**src/rtl/tmr_pkg.sv**
```systemverilog
package tmr_pkg;
  localparam int unsigned CNT_W   = 8;
  localparam int unsigned RATIO_W = 3;
  localparam int unsigned MODE_W  = RATIO_W + 3;

  typedef struct packed {
    logic               src_pin;  // 1: pin edges, 0: cycle clock
    logic               fall;     // 1: falling edge
    logic               to_wdt;   // prescaler owner
    logic [RATIO_W-1:0] ratio;
  } tmr_mode_t;

  localparam logic [MODE_W-1:0] MODE_RST = '1;
endpackage

```
**src/rtl/tmr_edge_sel.sv**
```systemverilog
module tmr_edge_sel (
  input  logic clk_i,
  input  logic pin_i,
  input  logic cyc_en_i,
  input  logic src_pin_i,
  input  logic fall_i,
  output logic evt_o
);
  logic pin_q;

  // no reset: previous pin level is always valid, no false edge at release
  always_ff @(posedge clk_i) pin_q <= pin_i;

  logic pin_edge;
  assign pin_edge = fall_i ? (pin_q & ~pin_i) : (~pin_q & pin_i);
  assign evt_o    = src_pin_i ? pin_edge : cyc_en_i;
endmodule

```
**src/rtl/tmr_prescaler.sv**
```systemverilog
module tmr_prescaler #(
  parameter int unsigned W = 8,
  localparam int unsigned KW = $clog2(W + 1)
) (
  input  logic          clk_i,
  input  logic          rst_ni,
  input  logic          evt_i,
  input  logic          clr_i,
  input  logic [KW-1:0] shift_i,   // divide by 2**shift_i
  output logic          pass_o
);
  logic [W-1:0] pre_q;
  logic [W:0]   mask_w;
  logic [W-1:0] mask;

  assign mask_w = ({{W{1'b0}}, 1'b1} << shift_i) - 1'b1;
  assign mask   = mask_w[W-1:0];
  assign pass_o = evt_i & ((pre_q & mask) == mask);

  always_ff @(posedge clk_i or negedge rst_ni) begin
    if (!rst_ni)    pre_q <= '0;
    else if (clr_i) pre_q <= '0;
    else if (evt_i) pre_q <= pre_q + 1'b1;
  end

  a_r9_pre_clr: assert property (@(posedge clk_i) disable iff (!rst_ni)
    clr_i |=> pre_q == '0);
  a_r2_pass_needs_evt: assert property (@(posedge clk_i) disable iff (!rst_ni)
    !evt_i |-> !pass_o);
endmodule

```
**src/rtl/tmr_count.sv**
```systemverilog
module tmr_count #(
  parameter int unsigned W       = 8,
  parameter bit          HAS_RST = 1'b1
) (
  input  logic         clk_i,
  input  logic         rst_ni,
  input  logic         load_i,
  input  logic [W-1:0] load_val_i,
  input  logic         inc_i,
  output logic [W-1:0] q_o,
  output logic         ovf_o
);
  logic [W-1:0] q_q;
  logic         ovf_q;

  generate
    if (HAS_RST) begin : g_rst
      always_ff @(posedge clk_i or negedge rst_ni) begin
        if (!rst_ni)     q_q <= '0;
        else if (load_i) q_q <= load_val_i;
        else if (inc_i)  q_q <= q_q + 1'b1;
      end
    end else begin : g_keep
      always_ff @(posedge clk_i) begin
        if (load_i)     q_q <= load_val_i;
        else if (inc_i) q_q <= q_q + 1'b1;
      end
    end
  endgenerate

  always_ff @(posedge clk_i or negedge rst_ni) begin
    if (!rst_ni) ovf_q <= 1'b0;
    else         ovf_q <= inc_i & ~load_i & (&q_q);
  end

  assign q_o   = q_q;
  assign ovf_o = ovf_q;

  a_r5_r9_load: assert property (@(posedge clk_i) disable iff (!rst_ni)
    load_i |=> q_o == $past(load_val_i));
  a_r6_ovf_zero: assert property (@(posedge clk_i) disable iff (!rst_ni)
    ovf_o |-> q_o == '0);
  a_r6_ovf_single: assert property (@(posedge clk_i) disable iff (!rst_ni)
    ovf_o |=> !ovf_o);
endmodule

```
**src/rtl/tmr_wdt_core.sv**
```systemverilog
module tmr_wdt_core
  import tmr_pkg::*;
#(
  parameter int unsigned PRE_W = 8,
  parameter int unsigned WDT_W = 8,
  localparam int unsigned KW = $clog2(PRE_W + 1)
) (
  input  logic              clk_i,
  input  logic              rst_ni,
  input  logic              cyc_en_i,
  input  logic              pin_i,
  input  logic              wdt_tick_i,
  input  logic              wdt_clr_i,
  input  logic              sleep_i,
  input  logic              cnt_we_i,
  input  logic [CNT_W-1:0]  cnt_wdata_i,
  input  logic              mode_we_i,
  input  logic [MODE_W-1:0] mode_wdata_i,
  output logic [MODE_W-1:0] mode_o,
  output logic [CNT_W-1:0]  cnt_o,
  output logic              cnt_ovf_o,
  output logic              wdt_to_o
);
  tmr_mode_t mode_q;

  always_ff @(posedge clk_i or negedge rst_ni) begin
    if (!rst_ni)        mode_q <= tmr_mode_t'(MODE_RST);
    else if (mode_we_i) mode_q <= tmr_mode_t'(mode_wdata_i);
  end
  assign mode_o = mode_q;

  logic cnt_evt;
  tmr_edge_sel u_edge (
    .clk_i     (clk_i),
    .pin_i     (pin_i),
    .cyc_en_i  (cyc_en_i),
    .src_pin_i (mode_q.src_pin),
    .fall_i    (mode_q.fall),
    .evt_o     (cnt_evt)
  );

  logic          wdt_clr;
  logic          pre_evt, pre_clr, pre_pass;
  logic [KW-1:0] pre_shift;

  assign wdt_clr   = wdt_clr_i | sleep_i;
  assign pre_evt   = mode_q.to_wdt ? wdt_tick_i : cnt_evt;
  assign pre_clr   = mode_q.to_wdt ? wdt_clr : cnt_we_i;
  // counter side divides one step further than the watchdog side
  assign pre_shift = mode_q.to_wdt ? KW'(mode_q.ratio) : KW'(mode_q.ratio) + 1'b1;

  tmr_prescaler #(.W(PRE_W)) u_pre (
    .clk_i   (clk_i),
    .rst_ni  (rst_ni),
    .evt_i   (pre_evt),
    .clr_i   (pre_clr),
    .shift_i (pre_shift),
    .pass_o  (pre_pass)
  );

  logic cnt_inc, wdt_inc;
  assign cnt_inc = mode_q.to_wdt ? cnt_evt : pre_pass;
  assign wdt_inc = mode_q.to_wdt ? pre_pass : wdt_tick_i;

  tmr_count #(.W(CNT_W), .HAS_RST(1'b0)) u_cnt (
    .clk_i      (clk_i),
    .rst_ni     (rst_ni),
    .load_i     (cnt_we_i),
    .load_val_i (cnt_wdata_i),
    .inc_i      (cnt_inc),
    .q_o        (cnt_o),
    .ovf_o      (cnt_ovf_o)
  );

  logic [WDT_W-1:0] wdt_q;
  tmr_count #(.W(WDT_W), .HAS_RST(1'b1)) u_wdt (
    .clk_i      (clk_i),
    .rst_ni     (rst_ni),
    .load_i     (wdt_clr),
    .load_val_i ('0),
    .inc_i      (wdt_inc),
    .q_o        (wdt_q),
    .ovf_o      (wdt_to_o)
  );

  a_r4_pin_quiet: assert property (@(posedge clk_i) disable iff (!rst_ni)
    (mode_q.src_pin && !cnt_we_i && $stable(pin_i)) |=> $stable(cnt_o));
  a_r9_no_to_after_clr: assert property (@(posedge clk_i) disable iff (!rst_ni)
    wdt_clr |=> !wdt_to_o);
  a_r7_to_wdt_zero: assert property (@(posedge clk_i) disable iff (!rst_ni)
    wdt_to_o |-> wdt_q == '0);
endmodule

```
**config.mk**
```make
export PLATFORM = sky130hd
export DESIGN_NAME = tmr_wdt_core
export DESIGN_NICKNAME = d
export VERILOG_FILES = /design/src/rtl/tmr_pkg.sv /design/src/rtl/tmr_edge_sel.sv /design/src/rtl/tmr_prescaler.sv /design/src/rtl/tmr_count.sv /design/src/rtl/tmr_wdt_core.sv
export SDC_FILE = /design/constraint.sdc
export NUM_CORES = 1
export LEC_CHECK = 0
export CAP_MARGIN = 20
export CELL_PAD_IN_SITES_DETAIL_PLACEMENT = 2
export CELL_PAD_IN_SITES_GLOBAL_PLACEMENT = 2
export CORE_MARGIN = 2
export CORE_UTILIZATION = 32
export DETAILED_ROUTE_END_ITERATION = 6
export GPL_ROUTABILITY_DRIVEN = 0
export PLACE_DENSITY_LB_ADDON = 0.1
export SLEW_MARGIN = 40
export SYNTH_ARGS = -nofsm -noshare
export SYNTH_HDL_FRONTEND = slang
export SYNTH_SLANG_ARGS = --single-unit
```
**constraint.sdc**
```tcl
create_clock -name clk_i -period 4.7 [get_ports clk_i]
set_input_delay 0.705 -clock clk_i [delete_from_list [all_inputs] [get_ports clk_i]]
set_output_delay 0.705 -clock clk_i [all_outputs]
set_load 0.01 [all_outputs]
```
==> flow_summary.yaml, run 1 <==
drt:
  firstDrtPassIters: 4
  dr.first_iter.drc_count: 50
  wl_per_cell_um: 17.8
  routed_wl_mm: 5.90
  drtAntennaViolNets: 0
  dr_total_vias: 1799
  viasPerCell: 5.44
  drc: 0
timing:
  finClkSkew_ps: 7.47
  rsz0062_at_grt: "no"
  fin_ws_ps: 962
  timing.fmax_ghz: 0.268
  setup_tns_ps: 0
  hold_violations: 0
  relSlewSlack_pct: 49.7
  setup_violations: 0
  finalCriticalPeriod_ps: 3740
  tightest_slew_ps: 755
  whs_ps: 554
  slew_violations: 0
  fin_crit_sh_pct: 79.5
global_routing:
  grt_first_pass_wirelength_mm: 10.0
  grt_use_total_pct: 17.6
  grt_pass1_vias: 1973
  grt_max_degree: 25
  antenna_found_initial: 0
  overflow: 0
hold_path:
  holdPathEnd: "u_pre.pre_q[7]"
  hp-start: "u_pre.pre_q[7]"
  min_path_type: "flip-flop to flip-flop"
  min_path_cells: 2
outcome:
  status: "complete, no violations"
synth:
  synth_adder_area_share_pct: 2.96
  syn_area_per_cell_um2: 9.69
  ys_ff_latch: 33
  yosysSeqAreaShare_pct: 41.1
  syn_inst: 218
  synthSimpleGateAreaFrac_pct: 21.8
  yosysUniqueCellTypes: 54
  yosys-mux-area-fraction_pct: 6.51
  syn-num-nets: 246
  synth_xor_area_share_pct: 5.80
  synth_area_um2: 2110
  ys.flop_type: "dfrtp_1"
  ys.warnings.count: 0
  synth-edff-count: 8
  synth_compound_gate_area_share_pct: 17.7
  async_flop_share_pct: 72.7
  synth_top_family_by_area: "simple AND/OR/NAND/NOR gates"
die:
  ios: 39
  coreArea_um2: 6390
  num_rows: 29
  die_h_um: 85.3
  dieArea_um2: 7270
  die_w_um: 85.3
  start_util_pct: 33.1
setup_path:
  timing.rr.end: "u_cnt.q_o[5]"
  r2r-start: "mode_o[0]"
  ff2ff_setup_slack_ps: 960
  critPathKind: "flip-flop to flip-flop"
  cp.required_ps: 4670
  crit_fanout: 13
  startpoint_type: "flip-flop"
  crit_path_end_kind: "flip-flop"
  crit_arrival_ps: 3710
  reg2reg_depth: 12
clock_network:
  ctsHoldBuffers: 0
  cts_resized: 0
  post_cts_buffers: 0
  cts_made_buffers: 5
  cts_buffer_depth: 2
  clock_latency_ps: 290
  cts_sinks: 33
  htree_levels: 2
  cts_tree: "done"
  cts-root-buf: "clkbuf_8"
  clkTransAtPathRegs_ps: 80
place:
  hpwl_mm: 4.34
  dp_slack_ps: 970
  portBuffers: 38
finish:
  layout-drive-gt1-share_pct: 14.2
  final_core_util_pct: 41.0
  layout_common_cells: "clkdlybuf4s50_1, nand2_1, nor2_1, dfrtp_1, o21ai_0"
  layout.nets: 281
  final_common_cell: "clkdlybuf4s50_1"
  antenna_cells: 0
  syn_to_final_growth_pct: 24.0
power:
  p_clk_share_pct: 29.2
  peakVddDrop_v: 0.000186
  p_int_mw: 0.513
  finalPower_mw: 0.752
  power_leakage_nw: 0.989
  power.density_nw_per_um2: 287
  seqPwrFrac_pct: 46.5
  switchingPower_mw: 0.240
  swShare_pct: 31.9
  power_frac_comb_pct: 24.2
job:
  cap_violations: 0
[worst max-delay path by stage]
stage,from,to,slack [ps],cells past startpoint
after floorplan,mode_o[3],u_cnt.q_o[0],1330,13
after global placement,mode_o[0],u_cnt.q_o[4],1180,12
after detailed placement,mode_o[0],u_cnt.q_o[4],970,12
after CTS,mode_o[0],u_cnt.q_o[4],950,12
after global routing,mode_o[0],u_cnt.q_o[5],700,12
final,mode_o[0],u_cnt.q_o[5],960,12
[power by group through the flow]
| stage | combinational (mW) | clock [mW] | sequential (mW) |
|---|---|---|---|
| 4_1_cts | 0.185 | 0.227 | 0.350 |
| 2_1_floorplan | 0.111 | 0 | 0.346 |
| 3_5_place_dp | 0.184 | 0 | 0.356 |
| 5_1_grt | 0.203 | 0.239 | 0.355 |
| 6_report | 0.182 | 0.220 | 0.350 |
| 3_3_place_gp | 0.180 | 0 | 0.355 |
[worst max-delay path, stage by stage, from the launching register on]
cell and delay (ps):
dfstp_2 670, ha_1 300, nor2_1 140, o21ai_0 300
a21boi_0 230, ha_1 230, inv_1 90, a2111oi_4 320
o2111a_1 220, a311oi_1 60, a211o_4 410, nand2_1 110
a21o_1 330
[synth_stat cells, drive strengths merged (6+ instances only)]
cell | instances | share of area, %
inv | 7 | 1.2
or3 | 6 | 1.8
xnor2 | 6 | 2.5
a21oi | 8 | 1.9
dfrtp | 18 | 21
nand4 | 7 | 2.1
buf | 7 | 2.1
xor2 | 8 | 3.3
nand2 | 24 | 4.4
nand3 | 11 | 2.6
mux2i | 7 | 3.3
o21ai | 14 | 3.3
edfxtp | 8 | 11
mux2 | 6 | 3.2
nor2 | 19 | 3.5
dfstp | 6 | 7.5
[metal layers]
metal	share of wire (%)	vias up	GRT usage (%)
met5	0	-	0
met4	0.85	0	3.90
met3	2.5	5	3.31
met2	50	21	29.8
met1	47	916	23.5
li1	-	857	-
[sequential cells by signal (all words and copies together) (netlist names)]
name / cells
u_wdt.q_o: 8
u_edge.pin_q: 1
u_wdt.ovf_o: 1
u_cnt.q_o: 8
u_pre.pre_q: 8
u_cnt.ovf_o: 1
mode_o: 6
[through the flow]
| step | std cells | area (um^2) |
|---|---|---|
| 2_1_floorplan | 218 | 2110 |
| 3_3_place_gp | 323 | 2540 |
| 3_5_place_dp | 323 | 2540 |
| 4_1_cts | 331 | 2620 |
| 5_1_grt | 331 | 2620 |
| 6_report | 331 | 2620 |
[final cells by class]
cell class	instances	area [um^2]
clock buffers	6	72.6
clock inverters	2	10.0
fillers	706	3770
inverters	7	26.3
multi-input cells	167	1160
flip-flops and latches	33	868
well taps	77	96.3
repair buffers	39	388
[logic make-up after synthesis]
family                   after synthesis
AND/OR/NAND/NOR                       90
multiplexers                          13
AO/OA/AOI/OAI                         45
adder cells (fa/ha/maj)                5
buffers and inverters                 18
XOR/XNOR                              14
flip-flops                            33
No activity file was read; power rests on OpenSTA's default activity.
==> inputs of run 2 (changes only) <==
Clock period 4.7 ns to 3.8 ns, I/O delays scaled along.
==> run 2 against run 1 <==
Sequential power rose by 21%. Flip-flop and latch count unchanged. Final cell count grew 1.2%. Via count fell by 1.9%. Critical endpoint is now u_wdt.q_o[6]. Sequential share of layout area is 0.36 points lower. Total power up 23%. Setup slack worse by 700 ps. First-iteration DRC count fell by 28%. Critical path depth unchanged.
==> flow_summary.yaml, run 2 (synthesized netlist as in run 1, its figures left out) <==
die:
  dieArea_um2: 7270
  die_w_um: 85.3
  start_util_pct: 33.1
  die_h_um: 85.3
  ios: 39
  coreArea_um2: 6390
  num_rows: 29
drt:
  drtAntennaViolNets: 0
  firstDrtPassIters: 4
  dr.first_iter.drc_count: 36
  dr_total_vias: 1764
  viasPerCell: 5.27
  routed_wl_mm: 5.72
  drc: 0
  wl_per_cell_um: 17.1
global_routing:
  grt_pass1_vias: 1917
  grt_first_pass_wirelength_mm: 9.89
  overflow: 0
  grt_max_degree: 22
  grt_use_total_pct: 17.2
  antenna_found_initial: 0
timing:
  slew_violations: 0
  setup_violations: 0
  fin_crit_sh_pct: 93.0
  timing.fmax_ghz: 0.283
  tightest_slew_ps: 650
  finalCriticalPeriod_ps: 3530
  rsz0062_at_grt: "no"
  finClkSkew_ps: 4.99
  hold_violations: 0
  relSlewSlack_pct: 56.6
  setup_tns_ps: 0
finish:
  layout-drive-gt1-share_pct: 16.7
  layout_common_cells: "clkdlybuf4s50_1, nand2_1, nor2_1, dfrtp_1, o21ai_0"
  final_cells: 335
  multi_input_area_um2: 1160
  final_common_cell: "clkdlybuf4s50_1"
  seq_area_um2: 868
  layout.nets: 285
  antenna_cells: 0
  syn_to_final_growth_pct: 25.3
  fillCellCount: 720
place:
  placed_cells: 327
  hpwl_mm: 4.29
  portBuffers: 38
power:
  p_int_mw: 0.638
  peakVddDrop_v: 0.000152
  p_clk_share_pct: 28.4
  seqPwrFrac_pct: 46.1
  swShare_pct: 30.8
  power.density_nw_per_um2: 348
  power_frac_comb_pct: 25.5
  power_leakage_nw: 1.01
  switchingPower_mw: 0.284
setup_path:
  cp.required_ps: 4010
  startpoint_type: "flip-flop"
  ff2ff_setup_slack_ps: 270
  cp_common_cell: "a2111oi_4"
  crit_fanout: 13
  r2r-start: "mode_o[0]"
  path_cells: "ha_2 > nor2_1 > or2_2 > a32oi_1 > ha_1 > inv_1 > a2111oi_4 > o2111a_1 > a311oi_1 > a211o_4 > a2111oi_4 > mux2i_1"
  worst-path-buf-inv: 1
  crit_path_end_kind: "flip-flop"
  crit_family: "compound AO/OA/AOI/OAI gates"
  timing.rr.end: "u_wdt.q_o[6]"
  max_stage_delay_ps: 660
  critPathKind: "flip-flop to flip-flop"
  reg2reg_depth: 12
  crit_arrival_ps: 3740
  crit_slowest_cell: "dfstp_2"
clock_network:
  cts_buffer_depth: 2
  cts_tree: "done"
  clock_latency_ps: 290
  cts_made_buffers: 5
  post_cts_buffers: 0
  cts_sinks: 33
  htree_levels: 2
  clkTransAtPathRegs_ps: 70
  cts-root-buf: "clkbuf_8"
job:
  cap_violations: 0
hold_path:
  min_path_type: "input port to asynchronous set/reset pin"
outcome:
  status: "complete, no violations"
[run 2: worst max path at each step]
stage,from,end,slack (ps),cells after the start
2_1_floorplan,mode_o[3],u_cnt.q_o[0],430,13
3_3_place_gp,mode_o[0],u_cnt.q_o[4],290,12
3_5_place_dp,mode_o[0],u_cnt.q_o[5],110,12
4_1_cts,mode_o[0],u_cnt.q_o[3],90,12
5_1_grt,mode_o[0],u_wdt.q_o[6],3,12
6_report,mode_o[0],u_wdt.q_o[6],270,12
[run 2: what timing repair did]
item                       CTS  global route
hold buffers                 0             0
resized for setup            0             3
setup endpoints to repair    0             9
[run 2: worst register-to-register path, delay by kind of cell (launching register included)]
family          cells  cell delay [ps]
flops               1              660
simple gates        2              410
mux                 1              220
compound gates      6             1570
buf+inv             1              100
fa+ha+maj           2              500
[run 2: metrics by stage]
stage / power (mW) / hold slack, ps / worst slack, ps / util [%] / instance area [um^2]
2_1_floorplan: 0.565 / 274 / 434 / - / 2110
3_3_place_gp: 0.666 / 526 / 286 / 40.2 / 2570
3_5_place_dp: 0.670 / 531 / 113 / 40.1 / 2560
4_1_cts: 0.942 / 279 / 88.4 / 41.4 / 2650
5_1_grt: 0.983 / 288 / 2.62 / 41.5 / 2650
6_report: 0.923 / 261 / 266 / 41.5 / 2650
[run 2: metal layers]
| metal | share of wire (%) | GRT usage (%) | wire length [um] |
|---|---|---|---|
| met4 | 0.89 | 3.46 | 51 |
| met5 | 0 | 0 | 0 |
| met3 | 2.7 | 3.31 | 155 |
| met1 | 47 | 23.7 | 2700 |
| met2 | 49 | 28.3 | 2810 |
[run 2: power by group through the flow]
stage / registers, mW / logic, mW / clock network (mW)
finish: 0.425 / 0.235 / 0.262
global route: 0.430 / 0.262 / 0.291
CTS: 0.426 / 0.239 / 0.277
detailed placement: 0.433 / 0.237 / 0
global placement: 0.432 / 0.234 / 0
floorplan: 0.428 / 0.137 / 0
[run 2: cell type report]
cell class / instances / area share [%]
Clock buffer: 6 / 2.74
Clock inverter: 2 / 0.378
Inverter: 7 / 0.992
Multi-Input combinational cell: 167 / 43.9
Sequential cell: 33 / 32.8
Tap cell: 77 / 3.64
Timing Repair Buffer: 43 / 15.6
